## src/rtl/ata_pio_pkg.sv

```systemverilog
package ata_pio_pkg;

    localparam int CNT_W = 8;

    typedef enum logic [2:0] {
        ST_IDLE   = 3'd0,
        ST_SETUP  = 3'd1,
        ST_STROBE = 3'd2,
        ST_WAIT   = 3'd3,
        ST_HOLD   = 3'd4,
        ST_EOC    = 3'd5
    } pio_state_t;

    // Packed with the setup count in the low byte.
    typedef struct packed {
        logic [CNT_W-1:0] eoc;
        logic [CNT_W-1:0] hold;
        logic [CNT_W-1:0] strobe;
        logic [CNT_W-1:0] setup;
    } pio_timing_t;

    localparam int TIMING_W = $bits(pio_timing_t);

endpackage

```

## src/rtl/ata_pio_rdy_sync.sv

```systemverilog
module ata_pio_rdy_sync #(
    parameter int STAGES = 2
) (
    input  logic clk,
    input  logic rst_n,
    input  logic async_in,
    output logic sync_out
);

    logic [STAGES-1:0] chain_q;

    generate
        if (STAGES == 1) begin : g_single
            always_ff @(posedge clk or negedge rst_n) begin
                if (!rst_n) chain_q <= '0;
                else        chain_q <= async_in;
            end
        end else begin : g_chain
            always_ff @(posedge clk or negedge rst_n) begin
                if (!rst_n) chain_q <= '0;
                else        chain_q <= {chain_q[STAGES-2:0], async_in};
            end
        end
    endgenerate

    assign sync_out = chain_q[STAGES-1];

endmodule

```

## src/rtl/ata_pio_swap.sv

```systemverilog
module ata_pio_swap #(
    parameter int DATA_W = 16
) (
    input  logic              enable,
    input  logic [DATA_W-1:0] word_in,
    output logic [DATA_W-1:0] word_out
);

    localparam int NBYTES = DATA_W / 8;

    logic [DATA_W-1:0] reversed;

    genvar g;
    generate
        for (g = 0; g < NBYTES; g++) begin : g_lane
            assign reversed[g*8 +: 8] = word_in[(NBYTES-1-g)*8 +: 8];
        end
    endgenerate

    assign word_out = enable ? reversed : word_in;

endmodule

```

## src/rtl/ata_pio_tsel.sv

```systemverilog
module ata_pio_tsel
    import ata_pio_pkg::*;
(
    input  pio_timing_t set_reg_d0,
    input  pio_timing_t set_data_d0,
    input  pio_timing_t set_reg_d1,
    input  pio_timing_t set_data_d1,
    input  logic        sel_dev,
    input  logic        sel_data,
    output pio_timing_t sel_set
);

    pio_timing_t bank [4];

    always_comb begin
        bank[0] = set_reg_d0;
        bank[1] = set_data_d0;
        bank[2] = set_reg_d1;
        bank[3] = set_data_d1;
        sel_set = bank[{sel_dev, sel_data}];
    end

endmodule

```

## src/rtl/ata_pio_fsm.sv

```systemverilog
module ata_pio_fsm
    import ata_pio_pkg::*;
#(
    parameter int DATA_W = 16,
    parameter int ADDR_W = 3,
    parameter int CS_W   = 2
) (
    input  logic              clk,
    input  logic              rst_n,
    input  logic              start,
    input  logic              req_dev,
    input  logic              req_data,
    input  logic              req_wr,
    input  logic [CS_W-1:0]   req_cs,
    input  logic [ADDR_W-1:0] req_da,
    input  logic [DATA_W-1:0] req_wdata,
    input  pio_timing_t       tim,
    input  logic [1:0]        rdy_en,
    input  logic              rdy_seen,
    output logic              busy,
    output logic              done,
    output logic              capture,
    output logic              cur_dev,
    output logic              cur_data,
    output logic              cur_wr,
    output logic [DATA_W-1:0] cur_wdata,
    output logic [CS_W-1:0]   bus_cs_n,
    output logic [ADDR_W-1:0] bus_da,
    output logic              bus_rd_n,
    output logic              bus_wr_n,
    output logic              bus_doe
);

    pio_state_t        state_q, state_d;
    logic [CNT_W-1:0]  cnt_q, cnt_d;
    logic              done_d, done_q;
    logic              accept;
    logic              stretch;
    logic [CS_W-1:0]   cs_q;
    logic [ADDR_W-1:0] da_q;

    assign accept  = (state_q == ST_IDLE) && start;
    assign stretch = rdy_en[cur_dev] && !rdy_seen;

    // Next-state and counter load
    always_comb begin
        state_d = state_q;
        cnt_d   = cnt_q;
        done_d  = 1'b0;
        capture = 1'b0;
        unique case (state_q)
            ST_IDLE: begin
                if (start) begin
                    state_d = ST_SETUP;
                    cnt_d   = tim.setup;
                end
            end
            ST_SETUP: begin
                if (cnt_q == '0) begin
                    state_d = ST_STROBE;
                    cnt_d   = tim.strobe;
                end else begin
                    cnt_d = cnt_q - 1'b1;
                end
            end
            ST_STROBE: begin
                if (cnt_q != '0) begin
                    cnt_d = cnt_q - 1'b1;
                end else if (stretch) begin
                    state_d = ST_WAIT;
                end else begin
                    state_d = ST_HOLD;
                    cnt_d   = tim.hold;
                    capture = 1'b1;
                end
            end
            ST_WAIT: begin
                if (rdy_seen) begin
                    state_d = ST_HOLD;
                    cnt_d   = tim.hold;
                    capture = 1'b1;
                end
            end
            ST_HOLD: begin
                if (cnt_q == '0) begin
                    state_d = ST_EOC;
                    cnt_d   = tim.eoc;
                end else begin
                    cnt_d = cnt_q - 1'b1;
                end
            end
            ST_EOC: begin
                if (cnt_q == '0) begin
                    state_d = ST_IDLE;
                    done_d  = 1'b1;
                end else begin
                    cnt_d = cnt_q - 1'b1;
                end
            end
            default: begin
                state_d = ST_IDLE;
            end
        endcase
    end

    // State register and request latch
    always_ff @(posedge clk or negedge rst_n) begin
        if (!rst_n) begin
            state_q   <= ST_IDLE;
            cnt_q     <= '0;
            done_q    <= 1'b0;
            cur_dev   <= 1'b0;
            cur_data  <= 1'b0;
            cur_wr    <= 1'b0;
            cs_q      <= '0;
            da_q      <= '0;
            cur_wdata <= '0;
        end else begin
            state_q <= state_d;
            cnt_q   <= cnt_d;
            done_q  <= done_d;
            if (accept) begin
                cur_dev   <= req_dev;
                cur_data  <= req_data;
                cur_wr    <= req_wr;
                cs_q      <= req_cs;
                da_q      <= req_da;
                cur_wdata <= req_wdata;
            end
        end
    end

    // Bus outputs
    always_comb begin
        bus_cs_n = '1;
        bus_da   = '0;
        bus_rd_n = 1'b1;
        bus_wr_n = 1'b1;
        bus_doe  = 1'b0;
        unique case (state_q)
            ST_IDLE, ST_EOC: begin
            end
            ST_SETUP, ST_HOLD: begin
                bus_cs_n = ~cs_q;
                bus_da   = da_q;
                bus_doe  = cur_wr;
            end
            ST_STROBE, ST_WAIT: begin
                bus_cs_n = ~cs_q;
                bus_da   = da_q;
                bus_doe  = cur_wr;
                bus_rd_n = cur_wr;
                bus_wr_n = !cur_wr;
            end
            default: begin
            end
        endcase
    end

    assign busy = (state_q != ST_IDLE);
    assign done = done_q;

endmodule

```

## src/rtl/ata_pio_timer.sv

```systemverilog
module ata_pio_timer
    import ata_pio_pkg::*;
#(
    parameter int DATA_W      = 16,
    parameter int ADDR_W      = 3,
    parameter int CS_W        = 2,
    parameter int SYNC_STAGES = 2
) (
    input  logic                clk,
    input  logic                rst_n,
    input  logic                start,
    input  logic                start_dev,
    input  logic                start_data,
    input  logic                start_wr,
    input  logic [CS_W-1:0]     start_cs,
    input  logic [ADDR_W-1:0]   start_da,
    input  logic [DATA_W-1:0]   start_wdata,
    input  logic [TIMING_W-1:0] tim_reg_d0,
    input  logic [TIMING_W-1:0] tim_data_d0,
    input  logic [TIMING_W-1:0] tim_reg_d1,
    input  logic [TIMING_W-1:0] tim_data_d1,
    input  logic [1:0]          rdy_en,
    input  logic [1:0]          swap_en,
    input  logic                ata_ready,
    input  logic [DATA_W-1:0]   ata_din,
    output logic [CS_W-1:0]     ata_cs_n,
    output logic [ADDR_W-1:0]   ata_da,
    output logic                ata_rd_n,
    output logic                ata_wr_n,
    output logic [DATA_W-1:0]   ata_dout,
    output logic                ata_doe,
    output logic [DATA_W-1:0]   rd_data,
    output logic                done,
    output logic                busy,
    output logic                dev_sel
);

    pio_timing_t       tim_sel;
    logic              rdy_seen;
    logic              capture;
    logic              cur_dev, cur_data, cur_wr;
    logic [DATA_W-1:0] cur_wdata;
    logic              sel_dev, sel_data;
    logic              swap_now;
    logic [DATA_W-1:0] wr_word, rd_word;
    logic [DATA_W-1:0] rd_q;

    // While idle the incoming request picks the set; afterwards the latched one.
    assign sel_dev  = busy ? cur_dev  : start_dev;
    assign sel_data = busy ? cur_data : start_data;
    assign swap_now = swap_en[cur_dev] && cur_data;

    ata_pio_tsel u_tsel (
        .set_reg_d0  (pio_timing_t'(tim_reg_d0)),
        .set_data_d0 (pio_timing_t'(tim_data_d0)),
        .set_reg_d1  (pio_timing_t'(tim_reg_d1)),
        .set_data_d1 (pio_timing_t'(tim_data_d1)),
        .sel_dev     (sel_dev),
        .sel_data    (sel_data),
        .sel_set     (tim_sel)
    );

    ata_pio_rdy_sync #(.STAGES(SYNC_STAGES)) u_sync (
        .clk      (clk),
        .rst_n    (rst_n),
        .async_in (ata_ready),
        .sync_out (rdy_seen)
    );

    ata_pio_fsm #(.DATA_W(DATA_W), .ADDR_W(ADDR_W), .CS_W(CS_W)) u_fsm (
        .clk       (clk),
        .rst_n     (rst_n),
        .start     (start),
        .req_dev   (start_dev),
        .req_data  (start_data),
        .req_wr    (start_wr),
        .req_cs    (start_cs),
        .req_da    (start_da),
        .req_wdata (start_wdata),
        .tim       (tim_sel),
        .rdy_en    (rdy_en),
        .rdy_seen  (rdy_seen),
        .busy      (busy),
        .done      (done),
        .capture   (capture),
        .cur_dev   (cur_dev),
        .cur_data  (cur_data),
        .cur_wr    (cur_wr),
        .cur_wdata (cur_wdata),
        .bus_cs_n  (ata_cs_n),
        .bus_da    (ata_da),
        .bus_rd_n  (ata_rd_n),
        .bus_wr_n  (ata_wr_n),
        .bus_doe   (ata_doe)
    );

    ata_pio_swap #(.DATA_W(DATA_W)) u_swap_wr (
        .enable   (swap_now),
        .word_in  (cur_wdata),
        .word_out (wr_word)
    );

    ata_pio_swap #(.DATA_W(DATA_W)) u_swap_rd (
        .enable   (swap_now),
        .word_in  (ata_din),
        .word_out (rd_word)
    );

    always_ff @(posedge clk or negedge rst_n) begin
        if (!rst_n)                 rd_q <= '0;
        else if (capture && !cur_wr) rd_q <= rd_word;
    end

    assign ata_dout = ata_doe ? wr_word : '0;
    assign rd_data  = rd_q;
    assign dev_sel  = cur_dev;

endmodule

```

## config.mk

```make
export PLATFORM = sky130hd
export DESIGN_NAME = ata_pio_timer
export DESIGN_NICKNAME = d
export VERILOG_FILES = /design/src/rtl/ata_pio_pkg.sv /design/src/rtl/ata_pio_rdy_sync.sv /design/src/rtl/ata_pio_swap.sv /design/src/rtl/ata_pio_tsel.sv /design/src/rtl/ata_pio_fsm.sv /design/src/rtl/ata_pio_timer.sv
export SDC_FILE = /design/constraint.sdc
export NUM_CORES = 1
export LEC_CHECK = 0
export BUFFER_PORTS_ARGS = -buffer_cell sky130_fd_sc_hd__buf_2
export CAP_MARGIN = 20
export CORE_AREA = 2 2 101 103
export DETAILED_ROUTE_END_ITERATION = 6
export DIE_AREA = 0 0 103 105
export GPL_TIMING_DRIVEN = 0
export PLACE_DENSITY = 0.84
export SLEW_MARGIN = 20
export SYNTH_ARGS = -nofsm -noshare
export SYNTH_HDL_FRONTEND = slang
export SYNTH_SLANG_ARGS = --single-unit
```

## constraint.sdc

```tcl
create_clock -name clk -period 3.6 [get_ports clk]
set_input_delay 0.54 -clock clk [delete_from_list [all_inputs] [get_ports clk]]
set_output_delay 0.54 -clock clk [all_outputs]
set_load 0.05 [all_outputs]
```

==> flow_summary.ini <==
[outcome]
status = finished, final reports clean

[die]
core_area_sq_um = 9639
fp.dieH_um = 105
fp-row-count = 36
start_util = 0.4716
io_pins = 219
dieArea_sq_um = 10820
die_x_um = 103

[run]
cap_violations = 0

[worst_setup_path]
r2r.worst_path.cells = 7
r2r_end = u_fsm.cnt_q[6]$_DFFE_PN0P_
cp.required_ns = 3.06
endpoint_kind = output pin
crit_fanout = 17
cp_data_arrival_time_ns = 2.82
ff2ff_setup_slack_ns = 0.49
critPathKind = register to output pin
timing.rr.start = u_fsm.state_q[0]$_DFFE_PN0P_
cp-endpoint = ata_dout[0]
worstSetupStartpoint = u_fsm.state_q[2]$_DFFE_PN0P_
critPathLaunchType = register

[synth]
synth_area_sq_um = 4546
ys.flop_type = dfrtp_1
synth_seq_cells = 54
yosysSeqAreaShare = 0.2973
ys_top_cells_by_area = dfrtp_1, nand2_1, mux2i_1
ys_warn_count = 0
synth_largest_area_cell = dfrtp_1
synth_nets = 747
synth_top_area_frac = 0.2973
synthDistinctLibCells = 65
ys_async_sr_fraction = 1.000
syn_avg_cell_area_sq_um = 7.989
synth-edff-count = 0
synthCells = 569

[clock_tree]
clkLatencyLatePin_ns = 0.30
cts_max_level = 2
cts_hold_buf = 0
cts_sinks = 54
cts_root_buf = clkbuf_8
clock_tree.buffer_depth = 2
post_cts_resized = 0
cts_setup_buffers = 0
clk_pin_slew_ns = 0.09
cts_buffers = 5
cts_tree = built

[power_and_ir_drop]
power.internal_uw = 2353
peakVddDrop_uv = 604.9
p_seq_frac = 0.213
switching_share = 0.5552
p_leak_uw = 0.002829
p_switching_uw = 2936
p_per_area_nw_per_um2 = 899.3
combPwrFrac = 0.727
power.clock.fraction = 0.060
power_uw = 5289

[place]
dpl_cell_area_sq_um = 5806
gp_congestion = 0.9894
place.port_buffers = 218
dp_hpwl_um = 12660

[sta]
setup_viol = 0
fmax_ghz = 0.2980
timing.final.crit_period_ns = 3.356
relSlewSlack = 0.3366
hold_viol = 0
worst_pin_slew_ns = 0.9884
rsz0062_at_grt = false
fin_setup_tns_ns = 0
fin_crit_sh = 0.9323
fin_skew_ns = 0.004384
hold_ws_ns = 0.2716
slew_viol_final = 0

[global_route]
grt_pass1_vias = 5127
grt.total_usage = 0.2878
grt_first_pass_wirelength_um = 24740
antenna_found_initial = 0
grt_max_degree = 55
overflow = 0

[final_layout]
layout-drive-gt1-share = 0.3544
area_delta_synth_final_pct = 29.40
antenna_cells = 0
fillers = 934
mostFrequentLayoutCell = buf_2
nets = 971
fin_area_sq_um = 5882
final_cell_mix = buf_2, nand2_1, dfrtp_1

[routing]
viasPerCell = 5.811
drt_iter0_markers = 294
drc = 0
antenna_left = 0
vias = 5381
first_pass_iters = 7
wl_per_cell_um = 17.60
detail_route.wirelength_um = 16300

[min_path]
hold_class = input port to asynchronous set/reset pin
-- layout make-up --
type | instances | area, sq um | share of cell area
Multi-Input combinational cell | 460 | 2947 | 0.5010
Sequential cell | 54 | 1351 | 0.2297
Timing Repair Buffer | 218 | 1094 | 0.1859
Buffer | 45 | 211.5 | 0.03595
Tap cell | 133 | 166.4 | 0.02829
Clock buffer | 5 | 68.82 | 0.01170
Inverter | 9 | 33.78 | 0.005743
Clock inverter | 2 | 10.01 | 0.001702
-- worst max-delay path, cell delays in order (launching register included) --
cell and delay [ns]:
dfrtp_1 0.38, buf_6 0.14, nor3_4 0.37, inv_1 0.10, clkbuf_1 0.24, clkbuf_2 0.27
and2_1 0.22, nand2_1 0.43, a21oi_1 0.11, buf_2 0.24
-- state kept, by name, summed over array words and instances (netlist names) --
signal and flops:
u_fsm.cur_wdata 16, u_fsm.state_q 3, u_fsm.cur_data 1, u_fsm.cs_q 2, u_fsm.da_q 3, u_sync.chain_q 2
u_fsm.cur_wr 1, u_fsm.cnt_q 8, u_fsm.cur_dev 1, rd_data 16, u_fsm.done 1
-- per-stage QoR --
step / worst slack [ns] / util / cells
floorplan: 0.1352 / - / 569
global placement: 0.3367 / 0.6020 / 920
detailed placement: 0.3460 / 0.6023 / 920
CTS: 0.1235 / 0.6101 / 926
global route: 0.05920 / 0.6102 / 926
finish: 0.2438 / 0.6102 / 926
-- Yosys cell counts (7+ instances only) --
cell and n:
a211oi_1 8, a21oi_1 38, a31oi_1 25, and2_1 7
clkbuf_1 32, dfrtp_1 54, inv_1 9, mux2_2 34
mux2i_1 47, nand2_1 127, nand3_1 15, nor2_1 38
nor2b_1 8, nor3_1 10, o21ai_0 14, o22ai_1 8
-- how the worst min path moves through the flow --
stage	startpoint	to	slack (ns)	cells after the start
floorplan	rst_n	rd_data[0]$_DFFE_PN0P_	0.24	0
global placement	u_sync.chain_q[0]$_DFF_PN0_	u_sync.chain_q[1]$_DFF_PN0_	0.33	0
detailed placement	u_sync.chain_q[0]$_DFF_PN0_	u_sync.chain_q[1]$_DFF_PN0_	0.34	0
CTS	rst_n	rd_data[5]$_DFFE_PN0P_	0.29	1
global route	ata_ready	u_sync.chain_q[0]$_DFF_PN0_	0.33	1
finish	rst_n	rd_data[1]$_DFFE_PN0P_	0.27	1
-- logic make-up after synthesis --
kind of cell | share of synthesized area
compound gates | 0.2100
xor+xnor | 0.01156
fa+ha+maj | 0.005504
buf+inv | 0.05450
flops | 0.2973
mux | 0.1976
simple gates | 0.2235
-- power groups by stage --
stage | registers, uW | logic (uW) | clock network (uW)
3_3_place_gp | 1120 | 3770 | 0
6_report | 1130 | 3850 | 317
4_1_cts | 1120 | 3800 | 334
3_5_place_dp | 1130 | 3800 | 0
2_1_floorplan | 1430 | 2530 | 0
5_1_grt | 1170 | 4110 | 352
-- layer usage --
| metal | share of wire | track usage |
|---|---|---|
| met3 | 0.10 | 0.06020 |
| met1 | 0.38 | 0.3479 |
| met4 | 0.039 | 0.1212 |
| met5 | 0 | 0 |
| met2 | 0.48 | 0.4879 |
No activity file was read; power rests on OpenSTA's default activity.
